==> config.mk <==
export PLATFORM = sky130hd
export DESIGN_NAME = quad_burst_slicer
export DESIGN_NICKNAME = d
export VERILOG_FILES = /design/src/rtl/bbr_pkg.sv /design/src/rtl/bbr_beat_track.sv /design/src/rtl/bbr_lane_rep.sv /design/src/rtl/bbr_quad_merge.sv /design/src/rtl/quad_burst_slicer.sv
export SDC_FILE = /design/constraint.sdc
export NUM_CORES = 1
export LEC_CHECK = 0
export BUFFER_PORTS_ARGS = -buffer_cell sky130_fd_sc_hd__buf_2
export CORE_MARGIN = 2
export CORE_UTILIZATION = 35
export CTS_CLUSTER_SIZE = 24
export DETAILED_ROUTE_END_ITERATION = 10
export GPL_ROUTABILITY_DRIVEN = 0
export GPL_TIMING_DRIVEN = 0
export PLACE_DENSITY = 0.52
export SYNTH_ARGS = -nofsm -noshare
export SYNTH_HDL_FRONTEND = slang
export SYNTH_HIERARCHICAL = 1
export SYNTH_SLANG_ARGS = --single-unit
==> constraint.sdc <==
create_clock -name clk_i -period 8.7 [get_ports clk_i]
set_clock_uncertainty 0.05 [all_clocks]
set_input_delay 0.87 -clock clk_i [delete_from_list [all_inputs] [get_ports clk_i]]
set_output_delay 0.87 -clock clk_i [all_outputs]
set_load 0.005 [all_outputs]
==> src/rtl/bbr_pkg.sv <==
package bbr_pkg;
  typedef enum logic [1:0] {
    SZ_BYTE = 2'd0,
    SZ_HALF = 2'd1,
    SZ_WORD = 2'd2,
    SZ_WRSV = 2'd3
  } size_e;

  function automatic logic [2:0] size_step(size_e s);
    case (s)
      SZ_BYTE: size_step = 3'd1;
      SZ_HALF: size_step = 3'd2;
      default: size_step = 3'd4;
    endcase
  endfunction
endpackage

==> src/rtl/bbr_beat_track.sv <==
module bbr_beat_track
  import bbr_pkg::*;
#(
  parameter int AW = 32,
  parameter int QL = 4
) (
  input  logic          clk_i,
  input  logic          rst_ni,
  input  logic          valid_i,
  input  logic          seq_i,
  input  logic [AW-1:0] addr_i,
  input  size_e         size_i,
  input  logic          write_i,
  output logic          dp_valid_o,
  output logic [AW-1:0] dp_addr_o,
  output size_e         dp_size_o,
  output logic          dp_write_o,
  output logic          dp_last_o
);
  logic [AW-1:0] addr_q, nxt_addr;
  logic [2:0]    stp;
  logic [QL:0]   lo_sum;
  logic          nxt_last;

  assign stp      = size_step(size_i);
  assign nxt_addr = seq_i ? addr_q + AW'(stp) : addr_i;
  // boundary beat: stepping past it carries out of the quad offset
  assign lo_sum   = {1'b0, nxt_addr[QL-1:0]} + (QL+1)'(stp);
  assign nxt_last = lo_sum[QL];

  always_ff @(posedge clk_i or negedge rst_ni) begin
    if (!rst_ni) begin
      dp_valid_o <= 1'b0;
      addr_q     <= '0;
      dp_size_o  <= SZ_BYTE;
      dp_write_o <= 1'b0;
      dp_last_o  <= 1'b0;
    end else begin
      dp_valid_o <= valid_i;
      if (valid_i) begin
        addr_q     <= nxt_addr;
        dp_size_o  <= size_i;
        dp_write_o <= write_i;
        dp_last_o  <= nxt_last;
      end else begin
        dp_last_o  <= 1'b0;
      end
    end
  end

  assign dp_addr_o = addr_q;
endmodule

==> src/rtl/bbr_lane_rep.sv <==
module bbr_lane_rep
  import bbr_pkg::*;
(
  input  logic [1:0]  addr_lo_i,
  input  size_e       size_i,
  input  logic [31:0] rdata_i,
  output logic [31:0] rdata_o
);
  logic [7:0]  sel_b;
  logic [15:0] sel_h;

  assign sel_b = rdata_i[{addr_lo_i, 3'b000} +: 8];
  assign sel_h = rdata_i[{addr_lo_i[1], 4'b0000} +: 16];

  always_comb begin
    case (size_i)
      SZ_BYTE: rdata_o = {4{sel_b}};
      SZ_HALF: rdata_o = {2{sel_h}};
      default: rdata_o = rdata_i;
    endcase
  end
endmodule

==> src/rtl/bbr_quad_merge.sv <==
module bbr_quad_merge
  import bbr_pkg::*;
#(
  parameter int AW         = 32,
  parameter int QUAD_BYTES = 16,
  localparam int QL        = $clog2(QUAD_BYTES)
) (
  input  logic                    clk_i,
  input  logic                    rst_ni,
  input  logic                    dp_valid_i,
  input  logic [AW-1:0]           dp_addr_i,
  input  size_e                   dp_size_i,
  input  logic                    dp_write_i,
  input  logic                    dp_last_i,
  input  logic                    cont_i,
  input  logic [31:0]             wdata_i,
  output logic                    quad_valid_o,
  output logic                    quad_write_o,
  output logic [AW-QL-1:0]        quad_addr_o,
  output logic [QUAD_BYTES-1:0]   quad_mask_o,
  output logic [8*QUAD_BYTES-1:0] quad_wdata_o
);
  logic [QUAD_BYTES-1:0]   hit, acc_mask_q;
  logic [8*QUAD_BYTES-1:0] beat_dat, acc_data_q;
  logic [QL:0]             lo_ext, hi_ext;
  logic                    close;

  assign lo_ext = {1'b0, dp_addr_i[QL-1:0]};
  assign hi_ext = lo_ext + (QL+1)'(size_step(dp_size_i));

  for (genvar b = 0; b < QUAD_BYTES; b++) begin : g_byte
    localparam int LN = b % 4;
    assign hit[b] = dp_valid_i && ((QL+1)'(b) >= lo_ext) && ((QL+1)'(b) < hi_ext);
    assign beat_dat[8*b +: 8] = (hit[b] && dp_write_i) ? wdata_i[8*LN +: 8]
                                                       : acc_data_q[8*b +: 8];
  end

  // run ends on the boundary beat or when no sequential beat follows
  assign close = dp_valid_i && (dp_last_i || !cont_i);

  always_ff @(posedge clk_i or negedge rst_ni) begin
    if (!rst_ni) begin
      quad_valid_o <= 1'b0;
      quad_write_o <= 1'b0;
      quad_addr_o  <= '0;
      quad_mask_o  <= '0;
      quad_wdata_o <= '0;
      acc_mask_q   <= '0;
      acc_data_q   <= '0;
    end else if (close) begin
      quad_valid_o <= 1'b1;
      quad_write_o <= dp_write_i;
      quad_addr_o  <= dp_addr_i[AW-1:QL];
      quad_mask_o  <= acc_mask_q | hit;
      quad_wdata_o <= beat_dat;
      acc_mask_q   <= '0;
      acc_data_q   <= '0;
    end else begin
      quad_valid_o <= 1'b0;
      if (dp_valid_i) begin
        acc_mask_q <= acc_mask_q | hit;
        acc_data_q <= beat_dat;
      end
    end
  end
endmodule

==> src/rtl/quad_burst_slicer.sv <==
module quad_burst_slicer
  import bbr_pkg::*;
#(
  parameter int AW         = 32,
  parameter int QUAD_BYTES = 16,
  localparam int QL        = $clog2(QUAD_BYTES)
) (
  input  logic                    clk_i,
  input  logic                    rst_ni,
  input  logic                    beat_valid_i,
  input  logic                    beat_seq_i,
  input  logic [AW-1:0]           beat_addr_i,
  input  logic [1:0]              beat_size_i,
  input  logic                    beat_write_i,
  input  logic [31:0]             beat_wdata_i,
  input  logic [31:0]             mem_rdata_i,
  output logic                    beat_valid_o,
  output logic [AW-1:0]           beat_addr_o,
  output logic [1:0]              beat_size_o,
  output logic                    beat_write_o,
  output logic                    burst_last_o,
  output logic [31:0]             rdata_o,
  output logic                    quad_valid_o,
  output logic                    quad_write_o,
  output logic [AW-QL-1:0]        quad_addr_o,
  output logic [QUAD_BYTES-1:0]   quad_mask_o,
  output logic [8*QUAD_BYTES-1:0] quad_wdata_o
);
  size_e dp_size;

  bbr_beat_track #(.AW(AW), .QL(QL)) u_track (
    .clk_i      (clk_i),
    .rst_ni     (rst_ni),
    .valid_i    (beat_valid_i),
    .seq_i      (beat_seq_i),
    .addr_i     (beat_addr_i),
    .size_i     (size_e'(beat_size_i)),
    .write_i    (beat_write_i),
    .dp_valid_o (beat_valid_o),
    .dp_addr_o  (beat_addr_o),
    .dp_size_o  (dp_size),
    .dp_write_o (beat_write_o),
    .dp_last_o  (burst_last_o)
  );

  assign beat_size_o = dp_size;

  bbr_lane_rep u_rep (
    .addr_lo_i (beat_addr_o[1:0]),
    .size_i    (dp_size),
    .rdata_i   (mem_rdata_i),
    .rdata_o   (rdata_o)
  );

  bbr_quad_merge #(.AW(AW), .QUAD_BYTES(QUAD_BYTES)) u_merge (
    .clk_i        (clk_i),
    .rst_ni       (rst_ni),
    .dp_valid_i   (beat_valid_o),
    .dp_addr_i    (beat_addr_o),
    .dp_size_i    (dp_size),
    .dp_write_i   (beat_write_o),
    .dp_last_i    (burst_last_o),
    .cont_i       (beat_valid_i && beat_seq_i),
    .wdata_i      (beat_wdata_i),
    .quad_valid_o (quad_valid_o),
    .quad_write_o (quad_write_o),
    .quad_addr_o  (quad_addr_o),
    .quad_mask_o  (quad_mask_o),
    .quad_wdata_o (quad_wdata_o)
  );
endmodule

# == Yosys cells after proc, flatten, opt, wreduce, memory -nomap -nowiden ==
# Cells that the tools add are included.
# word_totals
register_bits,355
input_bits,103
word_cells,133
# classes
n_addsub,3
order_cmp,32
n_eq_ne,2
n_shift,2
muxes,26
bitwise,1
n_reduce_logical,55
# ops
op,n
2-to-1 mux 128 bit,2
2-to-1 mux 8 bit,16
one-hot mux 32 bit (2 select lines),1
logical AND 1 bit,50
"< comparator 4 x 5 -> 1 bit, first input constant",8
adder 32 x 3 -> 32 bit,1
">= comparator 4 bit, first input constant",8
2-to-1 mux 16 bit,2
2-to-1 mux 32 bit,1
variable part select 32 x 6 -> 16 bit,1
variable part select 32 x 6 -> 8 bit,1
"< comparator 3 x 5 -> 1 bit, first input constant",4
">= comparator 3 x 4 -> 1 bit, first input constant",4
OR 16 bit,1
one-hot mux 3 bit (2 select lines),2
adder 4 x 3 -> 5 bit,2
"< comparator 1 x 5 -> 1 bit, first input constant",2
"< comparator 2 x 5 -> 1 bit, first input constant",2
">= comparator 1 x 4 -> 1 bit, first input constant",2
">= comparator 2 x 4 -> 1 bit, first input constant",2
"== test 2 x 1 -> 1 bit, second input constant",2
logical NOT 2 bit,2
2-to-1 mux 1 bit,2
nonzero test 2 bit,1
2 further kinds,2

# == Longest topological paths before layout ==
# Gate-level depths: netlist (run 1).
# logic_depth
depth_word,9
mapped_depth,11
depth_no_buf,8

# == Modules after synthesis ==
# The synthesis (run 1) kept the hierarchy.
# by_module_without_submodules
module,n_inst,cells_per_inst,area_per_inst_um2
bbr_quad_merge,1,1380,14189.9
bbr_beat_track,1,273,2478.6
bbr_lane_rep,1,92,696.9
quad_burst_slicer,1,1,6.3

# == Worst setup path after synthesis (run 1) ==
# No wires, ideal clock.
# synth_timing
path_kind,input port to flip-flop
from,in beat_size_i[0]
to,"reg u_track.addr_q[29], in the netlist u_track/dp_addr_o[29]"
setup_time_ns,0.126
arrival_ns,2.667
t_required_ns,8.524
setup_slack_ns,5.857
cell_stages,7
cell_sequence,nor2b_1 ha_1 a211oi_1 nor3b_1 buf_2 a41o_2 a221o_1
# synth_between
elab_chain_len,4
word_cells_on_any_way,5
# synth_lines
item,line,source
"start, declared",quad_burst_slicer.sv:13,"input logic [1:0] beat_size_i,"
== test 2 x 1 -> 1 bit or logical NOT 2 bit (tied branches),bbr_pkg.sv:10,case (s)
one-hot mux 3 bit (2 select lines) (*),bbr_pkg.sv:10,
adder 32 x 3 -> 32 bit (*),bbr_beat_track.sv:26,assign nxt_addr = seq_i ? addr_q + AW'(stp) : addr_i;
2-to-1 mux 32 bit (*),bbr_beat_track.sv:26,
"end signal, assigned",bbr_beat_track.sv:41,addr_q <= nxt_addr;
"end, declared",bbr_beat_track.sv:20,"logic [AW-1:0] addr_q, nxt_addr;"
# Mark *: on every way between the ends. The rest lies on a longest branch, timed or not.
# A chain may end at the register's enable or synchronous reset.

# == Worst setup path in the final report (run 1) ==
# layout_timing
from,in beat_valid_i
to,reg u_merge.quad_mask_o[7]
# layout_between
elab_chain_len,4
# layout_lines
item,line,source
"start, declared",quad_burst_slicer.sv:10,"input logic beat_valid_i,"
logical AND 1 bit,quad_burst_slicer.sv:63,".cont_i (beat_valid_i && beat_seq_i),"
logical NOT 1 bit,bbr_quad_merge.sv:39,assign close = dp_valid_i && (dp_last_i || !cont_i);
logical OR 1 bit,bbr_quad_merge.sv:39,
logical AND 1 bit,bbr_quad_merge.sv:39,
"end signal, assigned",bbr_quad_merge.sv:54,quad_mask_o <= acc_mask_q | hit;
"end, declared",bbr_quad_merge.sv:20,"output logic [QUAD_BYTES-1:0] quad_mask_o,"
# Every way passes these cells.

==> impl_metrics.yaml, run 1 <==
critical_path:
  crit_path_end: "u_merge/quad_mask_o[7]$_DFFE_PN0P_"
  startpoint: "beat_valid_i"
  endpoint_kind: "register"
  r2r-start: "u_track/dp_size_o[1]$_DFFE_PN0P_"
  startpoint_type: "input port"
  reg2reg_to: "u_merge/acc_data_q[34]$_DFFE_PN0P_"
  crit_arrival_ns: 4.00
  ff2ff_path_depth: 11
  required_ns: 9.17
  path_max_fanout: 10
  r2r_setup_slack_ns: 5.24
  setup.worst_path.class: "input port to register"
die:
  rows: 81
  dieWidth_um: 227
  start_util: 0.355
  io_pins: 346
  die_h_um: 227
  core_area_um2: 49000
  fp.dieArea_um2: 51400
sta:
  period_share: 0.406
  rsz0062_at_grt: "false"
  drv_slew: 0
  finalSetupViolCount: 0
  hold_viol_final: 0
  holdWs_ns: 0.272
  maxSlewHeadroom: 0.302
  fmax_ghz: 0.283
  worst_pin_slew_ns: 1.04
  min_period_ns: 3.54
clocking:
  clkSinkCount: 355
  root_buffer: "clkbuf_16"
  ctsLongestPathBuffers: 3
  cts_buffers: 41
  clk_latency_ns: 0.58
  cts_tree: "built"
  clk_pin_slew_ns: 0.06
  ctsResizeCount: 0
  htreeDepth: 2
  ctsHoldBuffers: 0
  postCtsSetupBuffers: 0
logic_synthesis:
  synthesis.area_um2: 17400
  ys_seq_area_frac: 0.511
  syn_inst: 1746
  ys.flop_type: "dfrtp_1"
  ys_async_sr_fraction: 1.00
  synth_area_per_cell_um2: 9.95
  synth.distinct_cells: 92
  synth_nets: 1859
  synth_edf_count: 0
  ys_ff_latch: 355
  yosys_warnings: 6
power_and_ir_drop:
  peakVddDrop_mv: 0.127
  pwr-share-seq: 0.394
  switching_share: 0.335
  p_switching_mw: 1.70
  p_leak_nw: 10.1
  total_power_mw: 5.07
  p_per_area_nw_per_um2: 238
  clkPwrFrac: 0.352
  power_frac_comb: 0.255
  cellInternalPower_mw: 3.37
finish:
  final_nets: 2226
  n_antenna_cell: 0
  syn_to_final_growth_pct: 22.5
  drive_gt1_frac: 0.239
  fillers: 4822
  fin_area_um2: 21300
run:
  max_cap_violations: 0
grt:
  grt_start_max_net_pins: 105
  antenna_found_initial: 1
  grt_pass1_wl_um: 93200
  grt_pass1_vias: 15100
  track_usage: 0.238
  grt_overflow: 0
placement:
  hpwl_um: 44500
  dpl_cell_area_um2: 19900
  port_buffers: 321
route:
  wl_um: 61700
  drc: 0
  drt_iter0_markers: 1153
  wl_per_cell_um: 22.0
  ant_nets: 0
  vias_per_cell: 5.51
  first_pass_iters: 6
  routed-via-count: 15500
outcome:
  outcome: "completed"
hold_path:
  min_path_type: "input port to async pin"
[stage by stage]
stage,utilization,TNS [ns],cells,setup slack (ns)
2_1_floorplan,-,0,1746,5.86
3_3_place_gp,0.405,-168.42,2731,-0.509
3_5_place_dp,0.407,0,2734,4.48
4_1_cts,0.435,0,2808,5.08
5_1_grt,0.435,0,2808,4.97
6_report,0.435,0,2808,5.16
[cell families after synthesis]
group	count (synthesis)	synth area share
AO/OA/AOI/OAI	571	0.226
AND/OR/NAND/NOR	527	0.146
flip-flops	355	0.511
buffers and inverters	172	0.0436
multiplexers	108	0.0632
adder cells (fa/ha/maj)	10	0.00807
XOR/XNOR	3	0.00195
[cell usage in the layout (no fill, tap or decap), drive strengths merged, types with 3 or more instances in the layout]
cell type  count
dfrtp        355
nor3b          7
a31oi         52
o31a          16
o22ai         26
mux2          14
and2           9
clkbuf       164
buf          379
nor2b          7
or3            3
o21ai        144
nand2        212
nand3         43
clkinv         5
nand2b        21
a31o           3
a32o          32
o21bai         3
inv           19
nor2         136
a211oi         4
a41o           5
nand4         38
o2bb2ai        8
o211ai        20
a21oi        126
a21o          23
nor4           8
a221o         17
a21boi         3
or2            8
and3          15
mux2i         94
ha             8
nor3           9
a22o          73
[final cells by class]
| cell class | instances | area [um2] | share of cell area |
|---|---|---|---|
| repair buffers | 324 | 1700 | 0.0798 |
| clock buffers | 66 | 1290 | 0.0607 |
| multi-input cells | 1219 | 7730 | 0.363 |
| inverters | 18 | 67.6 | 0.00317 |
| flip-flops and latches | 355 | 8880 | 0.417 |
| clock inverters | 8 | 93.8 | 0.00441 |
| plain buffers | 154 | 689 | 0.0324 |
| well taps | 664 | 831 | 0.0390 |
[metal layers]
| metal | track usage | vias up | share of wire |
|---|---|---|---|
| li1 | - | 7125 | - |
| met1 | 0.332 | 7701 | 0.45 |
| met2 | 0.367 | 546 | 0.45 |
| met3 | 0.0482 | 102 | 0.068 |
| met4 | 0.0828 | 0 | 0.033 |
| met5 | 0 | - | 0 |
[worst min-delay path by stage]
| stage | from | cells after the start | slack [ns] | end |
|---|---|---|---|---|
| after global placement | u_merge/quad_mask_o[7]$_DFFE_PN0P_ | 2 | 0.40 | u_merge/quad_mask_o[7]$_DFFE_PN0P_ |
| after floorplan | u_merge/acc_mask_q[6]$_DFFE_PN0P_ | 2 | 0.40 | u_merge/acc_mask_q[6]$_DFFE_PN0P_ |
| after global routing | rst_ni | 1 | 0.34 | u_merge/quad_wdata_o[60]$_DFFE_PN0P_ |
| after detailed placement | u_merge/quad_addr_o[13]$_DFFE_PN0P_ | 2 | 0.41 | u_merge/quad_addr_o[13]$_DFFE_PN0P_ |
| final | rst_ni | 1 | 0.27 | u_merge/quad_wdata_o[62]$_DFFE_PN0P_ |
| after CTS | rst_ni | 1 | 0.32 | u_merge/quad_wdata_o[62]$_DFFE_PN0P_ |
[Yosys cell counts, drive strengths merged, types with 4 or more instances]
cell / count / share of area
dfrtp: 355 / 0.51
nand2: 212 / 0.046
o21ai: 144 / 0.045
nor2: 136 / 0.030
a21oi: 126 / 0.038
clkbuf: 98 / 0.021
mux2i: 94 / 0.054
a22o: 73 / 0.037
buf: 55 / 0.018
a31oi: 52 / 0.019
nand3: 43 / 0.013
nand4: 38 / 0.015
a32o: 32 / 0.018
o22ai: 26 / 0.0097
a21o: 23 / 0.0099
nand2b: 21 / 0.0076
o211ai: 20 / 0.0086
inv: 18 / 0.0039
a221o: 17 / 0.0098
o31a: 16 / 0.0081
and3: 15 / 0.0055
mux2: 14 / 0.0091
and2: 9 / 0.0032
nor3: 9 / 0.0038
ha: 8 / 0.0058
nor4: 8 / 0.0058
o2bb2ai: 8 / 0.0040
or2: 8 / 0.0029
nor2b: 7 / 0.0025
nor3b: 7 / 0.0036
a41o: 5 / 0.0031
a211oi: 4 / 0.0017
[flip-flops by register name, summed over array words and instances (netlist names), 2 cells and up]
| register | cells |
|---|---|
| u_track/dp_addr_o | 32 |
| u_merge/quad_addr_o | 28 |
| u_merge/quad_wdata_o | 128 |
| u_merge/acc_data_q | 128 |
| u_track/dp_size_o | 2 |
| u_merge/acc_mask_q | 16 |
| u_merge/quad_mask_o | 16 |
[power by group through the flow]
stage | combinational, mW | sequential (mW) | clock, mW
global route | 1.41 | 2.02 | 1.90
CTS | 1.29 | 2.00 | 1.83
detailed placement | 1.28 | 2.02 | 0
floorplan | 0.729 | 1.99 | 0
finish | 1.29 | 2.00 | 1.78
global placement | 1.27 | 2.02 | 0
[critical path, cell delays in order]
cell	delay [ns]
buf_2	0.16
and2_1	0.20
nand2b_1	0.28
nand2_1	0.19
buf_2	0.27
inv_2	0.26
clkbuf_1	0.71
clkbuf_1	0.64
o21ai_0	0.28
nand2_1	0.13
(Power assumes the default switching activity.)
==> run 2, diff against run 1 <==
Clock period 8.7 ns to 3.6 ns, I/O delays scaled along.
==> run 2 against run 1 <==
Against the previous run:
- critical path depth up 1
- clock power grew 140%
- first-iteration DRC count grew 2.4%
- global-route usage rose by 0.13 points
- final cell count up 0.85%
- critical path type is now register to register
- highest routed layer unchanged
==> impl_metrics.yaml, run 2 (same netlist as run 1, synthesis figures left out) <==
outcome:
  outcome: "completed"
critical_path:
  path_max_fanout: 10
  setup.worst_path.class: "register to register"
  startpoint_type: "register"
  endpoint_kind: "register"
  r2r_setup_slack_ns: 0.13
  crit_arrival_ns: 3.93
  required_ns: 4.05
finish:
  n_antenna_cell: 0
  seq_area_um2: 8880
  multi_input_area_um2: 7730
  fillers: 4807
  final_nets: 2250
  syn_to_final_growth_pct: 23.9
  final_common_cell: "dfrtp_1"
  drive_gt1_frac: 0.237
  most-common-layout-cells: "dfrtp_1, buf_2, nand2_1, nor2_1, o21ai_0"
clocking:
  clk_pin_slew_ns: 0.06
  clk_latency_ns: 0.57
  postCtsSetupBuffers: 0
  cts_tree: "built"
  root_buffer: "clkbuf_16"
  clkSinkCount: 355
  htreeDepth: 2
  cts_buffers: 41
  ctsLongestPathBuffers: 3
grt:
  track_usage: 0.239
  antenna_found_initial: 1
  grt_pass1_vias: 15300
  grt_overflow: 0
  grt_pass1_wl_um: 93800
  grt_start_max_net_pins: 105
sta:
  hold_viol_final: 0
  holdWs_ns: 0.0292
  maxSlewHeadroom: 0.289
  layout_setup_ws_ns: 0.128
  worst_pin_slew_ns: 1.06
  period_share: 0.965
  fmax_ghz: 0.288
  rsz0062_at_grt: "false"
  finalSetupViolCount: 0
  min_period_ns: 3.47
  drv_slew: 0
die:
  dieWidth_um: 227
  io_pins: 346
  die_h_um: 227
  fp.dieArea_um2: 51400
  start_util: 0.355
  rows: 81
  core_area_um2: 49000
placement:
  pre_cts_slack_ns: -0.114
  port_buffers: 321
  hpwl_um: 44500
power_and_ir_drop:
  switching_share: 0.335
  clkPwrFrac: 0.351
  power_frac_comb: 0.256
  peakVddDrop_mv: 0.310
  cellInternalPower_mw: 8.16
  pwr-share-seq: 0.393
  p_leak_nw: 10.2
  p_switching_mw: 4.11
  p_per_area_nw_per_um2: 570
route:
  routed-via-count: 15600
  drc: 0
  first_pass_iters: 5
  vias_per_cell: 5.51
  ant_nets: 0
  wl_um: 61900
  wl_per_cell_um: 21.9
  drt_iter0_markers: 1181
run:
  max_cap_violations: 0
hold_path:
  min_path_type: "input port to register"
[run 2: changes by cell type in the layout (fill, tap and decap cells not counted), sizes merged]
cell / delta
buf: -1
clkbuf: +1
dlygate4sd3: +24
[run 2: final cells by class]
cell class,count,share of cell area
well taps,664,0.0386
clock buffers,66,0.0600
flip-flops and latches,355,0.413
inverters,18,0.00314
repair buffers,348,0.0901
plain buffers,154,0.0322
clock inverters,8,0.00436
multi-input cells,1219,0.359
[run 2: worst max-delay path: stages, from the launching register on]
cell and delay, ns:
dfrtp_1 0.54, nor2_1 0.09, ha_1 0.23, fa_1 0.54, buf_2 0.25, or2_2 0.21, nand2_1 0.08, a211oi_1 0.52
clkbuf_4 0.37, and2_1 0.15, buf_2 0.20, a22o_1 0.17
[run 2: what timing repair did]
action,CTS,global route
hold buffers,24,0
setup endpoints to repair,0,9
endpoints found under the hold margin,125,0
gates resized for setup,0,4
[run 2: power by group through the flow]
stage | clock network, mW | registers (mW) | logic [mW]
after floorplan | 0 | 4.82 | 1.76
after global placement | 0 | 4.88 | 3.06
after detailed placement | 0 | 4.89 | 3.10
after CTS | 4.42 | 4.82 | 3.13
after global routing | 4.59 | 4.88 | 3.44
final | 4.30 | 4.82 | 3.15
[run 2: worst paths after layout]
kind | from | endpoint | depth (start not counted)
min in group asynchronous | rst_ni | u_merge/quad_wdata_o[62]$_DFFE_PN0P_ | 2
worst min register to register | u_merge/quad_mask_o[7]$_DFFE_PN0P_ | u_merge/quad_mask_o[7]$_DFFE_PN0P_ | 2
max in group asynchronous | rst_ni | u_merge/acc_data_q[70]$_DFFE_PN0P_ | 4
worst min-delay path | beat_addr_i[11] | u_track/dp_addr_o[11]$_DFFE_PN0P_ | 3
worst max register to register | u_track/dp_size_o[1]$_DFFE_PN0P_ | u_merge/acc_data_q[36]$_DFFE_PN0P_ | 11
worst max-delay path | u_track/dp_size_o[1]$_DFFE_PN0P_ | u_merge/acc_data_q[36]$_DFFE_PN0P_ | 11
[run 2: through the flow]
stage,instance area (um2),total power [mW],std cells,utilization,TNS (ns)
floorplan,17400,6.58,1746,-,0
global placement,19800,7.94,2731,0.405,-1797.94
detailed placement,19900,7.99,2734,0.407,-0.114
CTS,21500,12.4,2832,0.440,0
global route,21500,12.9,2832,0.440,0
finish,21500,12.3,2832,0.440,0
[run 2: layer usage]
layer	part of all wire	global-route usage	up-vias
li1	-	-	7180
met5	0	0	-
met3	0.068	0.0473	106
met4	0.033	0.0845	0
met1	0.44	0.333	7793
met2	0.45	0.370	537
==> run 3, diff against run 2 <==
Clock period 3.6 ns to 4.1 ns, I/O delays scaled along.
==> run 3 against run 2 <==
Against the previous run:
- combinational power down 13%
- final cell count down 0.53%
- power down 12%
- clock power down 12%
- critical path type is now input port to register
- flip-flop and latch count unchanged
==> impl_metrics.yaml, run 3 (same netlist as run 1, synthesis figures left out) <==
power_and_ir_drop:
  peakVddDrop_mv: 0.273
  p_per_area_nw_per_um2: 504
  p_leak_nw: 10.1
critical_path:
  setup.worst_path.class: "input port to register"
  slowest_delay_ns: 0.73
  cp_num_buf_inv: 6
  crit_arrival_ns: 4.08
  crit_path_top_delay_cell: "clkbuf_1"
  worst_path_dominant_cell_family: "buffers and inverters"
  required_ns: 4.57
  path_cells: "dlygate4sd3_1 > buf_2 > and2_1 > nand2b_1 > nand2_1 > buf_2 > inv_2 > clkbuf_1 > clkbuf_1 > o21ai_0 > nand2_1"
  endpoint_kind: "register"
  startpoint_type: "input port"
  path_max_fanout: 10
die:
  fp.dieArea_um2: 51400
  rows: 81
  dieWidth_um: 227
  core_area_um2: 49000
  start_util: 0.355
  die_h_um: 227
  io_pins: 346
finish:
  most-common-layout-cells: "dfrtp_1, buf_2, nand2_1, nor2_1, o21ai_0"
  syn_to_final_growth_pct: 23.1
  n_antenna_cell: 0
  final_nets: 2235
  final_util: 0.437
  drive_gt1_frac: 0.238
  fin_area_um2: 21400
  final_common_cell: "dfrtp_1"
clocking:
  clk_latency_ns: 0.58
  ctsResizeCount: 0
  cts_buffers: 41
  ctsLongestPathBuffers: 3
  clkSinkCount: 355
  htreeDepth: 2
  cts_tree: "built"
  root_buffer: "clkbuf_16"
  clk_pin_slew_ns: 0.06
sta:
  maxSlewHeadroom: 0.307
  finalSetupViolCount: 0
  rsz0062_at_grt: "false"
  hold_viol_final: 0
  fmax_ghz: 0.276
  min_period_ns: 3.62
  drv_slew: 0
  holdWs_ns: 0.0282
  worst_pin_slew_ns: 1.03
  period_share: 0.882
grt:
  track_usage: 0.238
  grt_pass1_wl_um: 93300
  grt_pass1_vias: 15100
  grt_overflow: 0
  antenna_found_initial: 1
  grt_start_max_net_pins: 105
route:
  vias_per_cell: 5.51
  first_pass_iters: 5
  ant_nets: 0
  wl_um: 61700
  drc: 0
  wl_per_cell_um: 21.9
  drt_iter0_markers: 1171
  routed-via-count: 15500
outcome:
  outcome: "completed"
placement:
  port_buffers: 321
  hpwl_um: 44500
  dpl_cell_area_um2: 19900
hold_path:
  min_path_type: "input port to register"
run:
  max_cap_violations: 0
-- run 3: changes by cell type in the layout (fill, tap and decap cells not counted), sizes merged --
cell | before | now
buf | 378 | 379
dlygate4sd3 | 24 | 9
clkbuf | 165 | 164
-- run 3: power breakdown --
| group | switching [mW] | leakage (nW) | internal (mW) |
|---|---|---|---|
| clock network | 1.51 | 0.688 | 2.28 |
| logic | 1.77 | 4.76 | 0.982 |
| registers | 0.339 | 4.64 | 3.90 |
-- run 3: area by class of cell --
cell class	count	area [um2]
Fill cell	4811	27600
Inverter	18	67.6
Timing Repair Buffer	333	1790
Multi-Input combinational cell	1219	7730
Buffer	154	689
Sequential cell	355	8880
Tap cell	664	831
Clock buffer	66	1290
Clock inverter	8	93.8
-- run 3: path summary, 6_finish.rpt --
check                                                        start                                    to  cells past startpoint  slack (ns)
worst max-delay path                                  beat_valid_i    u_merge/quad_mask_o[7]$_DFFE_PN0P_                     11        0.48
worst min-delay path                               beat_addr_i[17]     u_track/dp_addr_o[17]$_DFFE_PN0P_                      2        0.03
worst max register to register    u_track/dp_size_o[1]$_DFFE_PN0P_    u_merge/acc_data_q[36]$_DFFE_PN0P_                     11        0.54
worst min register to register  u_merge/quad_mask_o[7]$_DFFE_PN0P_    u_merge/quad_mask_o[7]$_DFFE_PN0P_                      2        0.42
max in group asynchronous                                   rst_ni    u_merge/acc_data_q[70]$_DFFE_PN0P_                      4        2.19
min in group asynchronous                                   rst_ni  u_merge/quad_wdata_o[62]$_DFFE_PN0P_                      2        0.41
-- run 3: repair_timing --
action                                 in CTS  in global routing
endpoints found under the hold margin     110                  0
hold buffers                                9                  0
buffers inserted                            0                  0
-- run 3: per-layer routing --
| metal | share of wire | track usage | vias up |
|---|---|---|---|
| met1 | 0.45 | 0.332 | 7739 |
| met4 | 0.034 | 0.0828 | 0 |
| met5 | 0 | 0 | - |
| met3 | 0.066 | 0.0478 | 103 |
| met2 | 0.45 | 0.368 | 520 |
| li1 | - | - | 7147 |
-- run 3: stage by stage --
stage	cells	worst slack [ns]	setup TNS [ns]	power [mW]
after floorplan	1746	1.30	0	5.78
after global placement	2731	-4.65	-1638.12	6.97
after detailed placement	2734	0.336	0	7.01
after CTS	2817	0.390	0	10.9
after global routing	2817	0.250	0	11.3
final	2817	0.483	0	10.8
-- run 3: worst reg2reg max path: cells and delay by family, from the launching register on --
family	cells	cell delay, ns
buffers and inverters	3	0.85
flip-flops	1	0.54
adder cells (fa/ha/maj)	2	0.77
AO/OA/AOI/OAI	2	0.72
AND/OR/NAND/NOR	4	0.57
